<file path="src/rtl/exc_pkg.sv">
package exc_pkg;

  localparam int CAUSE_W = 1;

  localparam logic [CAUSE_W-1:0] CAUSE_UNDEF = 1'b0;
  localparam logic [CAUSE_W-1:0] CAUSE_OVF   = 1'b1;

  // Strobes sent from the fault selector to the state/datapath half
  typedef struct packed {
    logic               take;
    logic               selEx;
    logic [CAUSE_W-1:0] causeCode;
    logic               flushIfId;
    logic               flushIdEx;
    logic               flushExMem;
  } excStrobe_t;

endpackage

</file>
<file path="src/rtl/exc_sel.sv">
module exc_sel
  import exc_pkg::*;
(
  input  logic       idValid,
  input  logic       idUndefOp,
  input  logic       exValid,
  input  logic       exOverflow,
  input  logic       lockQ,
  output excStrobe_t strobe
);

  logic ovfHit;
  logic undHit;

  always_comb begin
    // The execute-stage instruction is older, so its fault wins
    ovfHit = exValid & exOverflow & ~lockQ;
    undHit = idValid & idUndefOp & ~lockQ;

    strobe.take       = ovfHit | undHit;
    strobe.selEx      = ovfHit;
    strobe.causeCode  = ovfHit ? CAUSE_OVF : CAUSE_UNDEF;
    // Every stage holding the faulting or a younger instruction is zeroed
    strobe.flushIfId  = ovfHit | undHit;
    strobe.flushIdEx  = ovfHit | undHit;
    strobe.flushExMem = ovfHit;
  end

endmodule

</file>
<file path="src/rtl/exc_state.sv">
module exc_state
  import exc_pkg::*;
#(
  parameter int              XLEN       = 32,
  parameter bit              VECTORED   = 1'b0,
  parameter logic [XLEN-1:0] FIXED_VEC  = 32'h8000_0180,
  parameter logic [XLEN-1:0] VEC_BASE   = 32'hC000_0000,
  parameter logic [XLEN-1:0] VEC_STRIDE = 32'h0000_0020
) (
  input  logic               clk,
  input  logic               rst_n,
  input  excStrobe_t         strobe,
  input  logic [XLEN-1:0]    idPc,
  input  logic [XLEN-1:0]    exPc,
  output logic [XLEN-1:0]    epc,
  output logic [CAUSE_W-1:0] cause,
  output logic               lockQ,
  output logic [XLEN-1:0]    handlerPc
);

  localparam logic [XLEN-1:0] PC_STEP = XLEN'(4);

  logic [XLEN-1:0] faultPc;

  assign faultPc = strobe.selEx ? exPc : idPc;

  always_ff @(posedge clk) begin
    if (!rst_n) begin
      epc   <= '0;
      cause <= '0;
      lockQ <= 1'b0;
    end else begin
      lockQ <= strobe.take;
      if (strobe.take) begin
        epc   <= faultPc + PC_STEP;
        cause <= strobe.causeCode;
      end
    end
  end

  generate
    if (VECTORED) begin : g_vec
      assign handlerPc = VEC_BASE + (XLEN'(strobe.causeCode) * VEC_STRIDE);
    end else begin : g_fixed
      assign handlerPc = FIXED_VEC;
    end
  endgenerate

endmodule

</file>
<file path="src/rtl/exc_ctrl.sv">
module exc_ctrl
  import exc_pkg::*;
#(
  parameter int              XLEN       = 32,
  parameter bit              VECTORED   = 1'b0,
  parameter logic [XLEN-1:0] FIXED_VEC  = 32'h8000_0180,
  parameter logic [XLEN-1:0] VEC_BASE   = 32'hC000_0000,
  parameter logic [XLEN-1:0] VEC_STRIDE = 32'h0000_0020
) (
  input  logic            clk,
  input  logic            rst_n,
  input  logic            idValid,
  input  logic            idUndefOp,
  input  logic [XLEN-1:0] idPc,
  input  logic            exValid,
  input  logic            exOverflow,
  input  logic [XLEN-1:0] exPc,
  output logic            flushIfId,
  output logic            flushIdEx,
  output logic            flushExMem,
  output logic            redirect,
  output logic [XLEN-1:0] redirectPc,
  output logic [XLEN-1:0] epc,
  output logic            cause
);

  excStrobe_t strobe;
  logic       lockQ;

  exc_sel u_sel (
    .idValid   (idValid),
    .idUndefOp (idUndefOp),
    .exValid   (exValid),
    .exOverflow(exOverflow),
    .lockQ     (lockQ),
    .strobe    (strobe)
  );

  exc_state #(
    .XLEN      (XLEN),
    .VECTORED  (VECTORED),
    .FIXED_VEC (FIXED_VEC),
    .VEC_BASE  (VEC_BASE),
    .VEC_STRIDE(VEC_STRIDE)
  ) u_state (
    .clk      (clk),
    .rst_n    (rst_n),
    .strobe   (strobe),
    .idPc     (idPc),
    .exPc     (exPc),
    .epc      (epc),
    .cause    (cause),
    .lockQ    (lockQ),
    .handlerPc(redirectPc)
  );

  assign flushIfId  = strobe.flushIfId;
  assign flushIdEx  = strobe.flushIdEx;
  assign flushExMem = strobe.flushExMem;
  assign redirect   = strobe.take;

endmodule

</file>
<file path="config.mk">
export PLATFORM = sky130hd
export DESIGN_NAME = exc_ctrl
export DESIGN_NICKNAME = d
export VERILOG_FILES = /design/src/rtl/exc_pkg.sv /design/src/rtl/exc_sel.sv /design/src/rtl/exc_state.sv /design/src/rtl/exc_ctrl.sv
export SDC_FILE = /design/constraint.sdc
export NUM_CORES = 1
export LEC_CHECK = 0
export ABC_AREA = 1
export BUFFER_PORTS_ARGS = -buffer_cell sky130_fd_sc_hd__buf_2
export CAP_MARGIN = 30
export CORE_MARGIN = 2
export CORE_UTILIZATION = 52
export CTS_BUF_LIST = sky130_fd_sc_hd__clkbuf_8
export DETAILED_ROUTE_END_ITERATION = 7
export PLACE_DENSITY = 0.93
export SLEW_MARGIN = 20
export SYNTH_ARGS = -nofsm -noshare
export SYNTH_HDL_FRONTEND = slang
export SYNTH_SLANG_ARGS = --single-unit
</file>
<file path="constraint.sdc">
create_clock -name clk -period 4.1 [get_ports clk]
set_input_delay 0.41 -clock clk [delete_from_list [all_inputs] [get_ports clk]]
set_output_delay 0.41 -clock clk [all_outputs]
set_load 0.02 [all_outputs]
</file>
## Yosys cells after proc, flatten, opt, wreduce, memory -nomap -nowiden

Index checks and enable logic that the tools add are counted.

- Bits in registers: 34
- Word-level logic and storage cells: 12

- Multiplexer cells: 2
- Bitwise logic cells: 6
- Add/subtract/negate cells: 1

Operator list:

| operator | number |
|---|---|
| adder 32 x 3 -> 32 bit, second input constant | 1 |
| 2-to-1 mux 32 bit | 1 |
| AND 1 bit | 4 |
| 2-to-1 mux 1 bit | 1 |
| inverter 1 bit | 1 |
| bitwise OR 1 bit | 1 |

## Depth between registers and ports, before layout

- Depth in word-level cells: 4
- Depth in mapped cells: 15
- Mapped depth without buffers: 13

## Hierarchy

From an unflattened synthesis, not the netlist that was laid out.

- Cell total of the unflattened synthesis: 497
- Area, all modules: 2,951.6 µm²

Modules (own cells, without submodules):

| module | times used | cells each | sequential area each (µm²) | area each (µm²) |
|---|---|---|---|---|
| exc_state | 1 | 487 | 680.7 | 2,887.8 |
| exc_sel | 1 | 10 | 0.0 | 63.8 |

## Worst setup path before layout

Ideal clock, no wire load.

- Path type: register to register
- Start: register u_state.lockQ
- End: register u_state.epc[16]
- Period minus slack after synthesis: 1,836 ps
- Library setup time: 113 ps
- Cell stages (with the launch flop): 14
- Slack: 2,264 ps
- Data arrival time: 1,723 ps
- Cell sequence: dfxtp_1 inv_2 nand3_2 buf_2 nand2_1 o21ai_1 ha_1 nand3_2 nor2_2 nand3_1 nand2_1 nand2_1 o21ai_1 inv_1

- Word-level cells in the longest chain between the ends: 4
- Elaborated cells between the ends (all ways): 6

RTL lines:

| what | RTL line | source |
|---|---|---|
| start, declared | exc_state.sv:17 | `output logic lockQ,` |
| start signal, assigned | exc_state.sv:33 | `lockQ <= strobe.take;` |
| inverter 1 bit * | exc_sel.sv:17, exc_sel.sv:18 |  |
| AND 1 bit | exc_sel.sv:17 | `ovfHit = exValid & exOverflow & ~lockQ;` |
| 2-to-1 mux 32 bit | exc_state.sv:25 | `assign faultPc = strobe.selEx ? exPc : idPc;` |
| adder 32 x 3 -> 32 bit | exc_state.sv:35 | `epc <= faultPc + PC_STEP;` |
| end signal, assigned | exc_state.sv:35 |  |
| end, declared | exc_state.sv:15 | `output logic [XLEN-1:0] epc,` |

Mark *: on every way between the ends. The rest lies on a longest branch, timed or not.
A chain may end at the register's enable or synchronous reset.

## Worst setup path after layout

- Start: register u_state.lockQ
- End: output flushIfId

- Word-level cells in the longest chain between the ends: 3
- Elaborated cells between the ends (all ways): 4

RTL lines:

| what | RTL line | source |
|---|---|---|
| inverter 1 bit * | exc_sel.sv:17, exc_sel.sv:18 |  |
| AND 1 bit, on equally long branches | exc_sel.sv:17, exc_sel.sv:18 |  |
| bitwise OR 1 bit * | exc_sel.sv:24 | `strobe.flushIfId = ovfHit \| undHit;` |
| end, declared | exc_ctrl.sv:18 | `output logic flushIfId,` |

Marked as above.

==> key figures <==
Logic synthesis
  • FFs w/ async S/R, synth: 0
  • EDFF count, synth: 0
  • Sequential element share of the synthesized area: 0.2297
  • Unique masters post-synth: 26
  • Number of warnings reported in the yosys synthesis log: 0
  • Mean instance size in the synthesized netlist: 5.569 um^2
  • Seq cells post-synth: 34
  • Cell Area, Synth: 2963 um^2
  • Post-synth top area cell: sky130_fd_sc_hd__dfxtp_1
  • Share of Yosys cell area claimed by the top area cell type: 0.2297
  • Largest cells by area after synthesis: sky130_fd_sc_hd__dfxtp_1, sky130_fd_sc_hd__nand2_1, sky130_fd_sc_hd__nor2_1
  • Main synth FF type: sky130_fd_sc_hd__dfxtp_1
  • Post-synthesis instance total: about 530

Outcome
  • Result of the run: finished, final reports clean

Cells and area
  • Count of nets after finishing: 695
  • Area of the multi-input gates: around 1800 um^2
  • Post-layout instance area: 3493 um^2
  • Layout cells sized above 1: 0.2128
  • Most common library cell in the layout ignoring fill and taps: sky130_fd_sc_hd__nand2_1
  • Total inserted antenna cells: 0
  • Synth-to-Final Area Change: 17.91%
  • Most frequent cells in the layout: sky130_fd_sc_hd__nand2_1, sky130_fd_sc_hd__buf_2, sky130_fd_sc_hd__nor2_1
  • Number of filler cells placed in the layout: 587
  • Final Non-Filler Cells: 697
  • FF+latch area: approximately 680 um^2

Floorplanning
  • Area enclosed by the die boundary: 6318 um^2
  • Overall die width: between 70 and 80 um
  • I/O pin count: roughly 140
  • Effective utilization at floorplan: 0.5381
  • Core outline area: 5507 um^2
  • Floorplan row count: 27
  • Chip height: roughly 79 um

Detailed routing
  • Remaining design rule violation count: 0
  • Number of iterations in the first detailed-routing pass: 5
  • Iter 0 DRT Violations: 186
  • Drt via density: 4.875
  • Final wirelength: slightly below 9000 um
  • Routed vias: 3398
  • Antenna Nets Post-Route: 0
  • Routed wire per std cell: 12.63 um

Clocking
  • Root buf cell: sky130_fd_sc_hd__clkbuf_8
  • Inserted Clock Buffers: 5
  • Post-CTS resize count: 0
  • Clock slew at reported path FFs: 80 ps
  • Number of sinks handled by clock tree synthesis: 34
  • Longest Clk Path Bufs: 2
  • Source-to-sink clock delay at the later pin of the worst-skew pair: 300 ps
  • Hold-fix buffers at CTS: 0
  • Number of buffers inserted by post-CTS setup repair: 0
  • Number of H-tree levels: 2
  • TritonCTS clock tree: built

Timing
  • Ratio of final minimum period to clock period: 0.6624
  • Final setup vio count: 0
  • Final hold vios: 0
  • Max-slew headroom at the worst pin: 0.4551
  • Layout Skew: approximately 7.4 ps
  • Min cycle time layout: 2716 ps
  • Setup TNS after final layout: 0 ps
  • Achievable frequency: between 300 and 400 MHz
  • Number of max-slew violations in the final report: 0
  • Actual transition at the worst max-transition pin: 815.4 ps
  • Setup repair after global routing missed its margin: false

Global route
  • Global-route usage over all layers: 0.2850
  • Initial antenna violation count: 0
  • Remaining global-route overflow: 0
  • Number of global-route vias before repair: roughly 3k
  • Largest net degree at the start of global routing: 26
  • Global-route wire length before repair: around 14000 um

Place
  • Dpl hpwl: 7178 um
  • Final GP Congestion: 0.9327
  • Number of cells after detailed placement: 689
  • DP Area: ~3400 um^2
  • Port buffer count: 106

Worst setup path
  • Critical path peak fanout: 25
  • Category of the most critical setup path: register to output pin
  • Data required, critical path: between 3000 and 4000 ps
  • CP Launch Type: register
  • R2R cell count: 7
  • Endpoint class of the critical path: output pin
  • Arrival @ worst endpoint: 2310 ps

Power
  • IR Drop Worst-Case VDD: ~0.00019 V
  • Pwr Density: 319.9 nW/um^2
  • Static leakage: 1.990 nW

Run
  • Max capacitance violation total: 0

Min path
  • Worst min-delay path category: input pin to register
  • Worst Hold Path Cells: 3
-- through the flow --
step / power, mW / util / setup WS, ps / hold slack [ps]
2_1_floorplan: 0.6555 / - / 2264 / 536.4
3_3_place_gp: 0.7355 / 0.6094 / 1505 / 447.9
3_5_place_dp: 0.7419 / 0.6094 / 1374 / 463.8
4_1_cts: 1.120 / 0.6344 / 1393 / 409.4
5_1_grt: 1.178 / 0.6344 / 1236 / 421.1
6_report: 1.118 / 0.6344 / 1384 / 417.3
-- cell usage after synthesis (2+ instances only) --
cell,instances
sky130_fd_sc_hd__a21oi_1,13
sky130_fd_sc_hd__buf_2,11
sky130_fd_sc_hd__buf_4,37
sky130_fd_sc_hd__clkbuf_1,5
sky130_fd_sc_hd__conb_1,2
sky130_fd_sc_hd__dfxtp_1,34
sky130_fd_sc_hd__inv_1,50
sky130_fd_sc_hd__inv_2,2
sky130_fd_sc_hd__nand2_1,177
sky130_fd_sc_hd__nand2_2,4
sky130_fd_sc_hd__nand3_1,34
sky130_fd_sc_hd__nand3_2,2
sky130_fd_sc_hd__nand4_1,22
sky130_fd_sc_hd__nor2_1,91
sky130_fd_sc_hd__nor2_2,6
sky130_fd_sc_hd__o21ai_0,23
sky130_fd_sc_hd__o21ai_1,3
sky130_fd_sc_hd__o21bai_1,2
sky130_fd_sc_hd__xnor2_1,2
sky130_fd_sc_hd__xor2_1,6
-- routing by layer --
metal,share of wire,track usage,up-vias
met5,0,0,-
met4,0.015,0.08793,0
met3,0.073,0.02262,12
met2,0.46,0.4731,145
met1,0.45,0.3919,1469
li1,-,-,1772
-- flip-flops by register name, summed over array words and instances, names as in the netlist --
| signal | cells |
|---|---|
| u_state.lockQ | 1 |
| u_state.epc | 32 |
| u_state.cause | 1 |
-- critical path, stage by stage, from the launching register on --
cell and delay (ps):
sky130_fd_sc_hd__dfxtp_1 350, sky130_fd_sc_hd__inv_2 280, sky130_fd_sc_hd__nand3_2 340, sky130_fd_sc_hd__nand2_1 720, sky130_fd_sc_hd__buf_2 300
-- cells by family after synthesis --
kind of cell / count (synthesis) / synth area share
and+or+nand+nor: 338 / 0.4772
buffers and inverters: 107 / 0.1896
AOI/OAI and AO/OA: 42 / 0.07305
DFF: 34 / 0.2297
xor gates and xnor gates: 8 / 0.02365
other: 2 / 0.002535
adders and majority gates: 1 / 0.004222
-- final timing paths --
check,startpoint,endpoint,slack [ps]
max,u_state.lockQ$_SDFF_PN0_,flushIfId,1380
min,idPc[0],u_state.epc[0]$_SDFFE_PN0P_,420
max reg2reg,u_state.lockQ$_SDFF_PN0_,u_state.epc[1]$_SDFFE_PN0P_,1490
min reg2reg,u_state.cause$_SDFFE_PN0P_,u_state.cause$_SDFFE_PN0P_,470
-- power breakdown --
group | internal [mW] | switching (mW) | total [mW]
combinational | 0.111 | 0.249 | 0.360
sequential | 0.362 | 0.0160 | 0.378
clock | 0.244 | 0.136 | 0.380
total | 0.716 | 0.401 | 1.12
-- layout make-up --
type	instances	area share
Clock buffer	5	0.01970
Timing Repair Buffer	109	0.1583
Clock inverter	3	0.01970
Inverter	53	0.05695
Sequential cell	34	0.1948
Tap cell	72	0.02579
Multi-Input combinational cell	421	0.5247
Power figures use the tool's default switching activity.
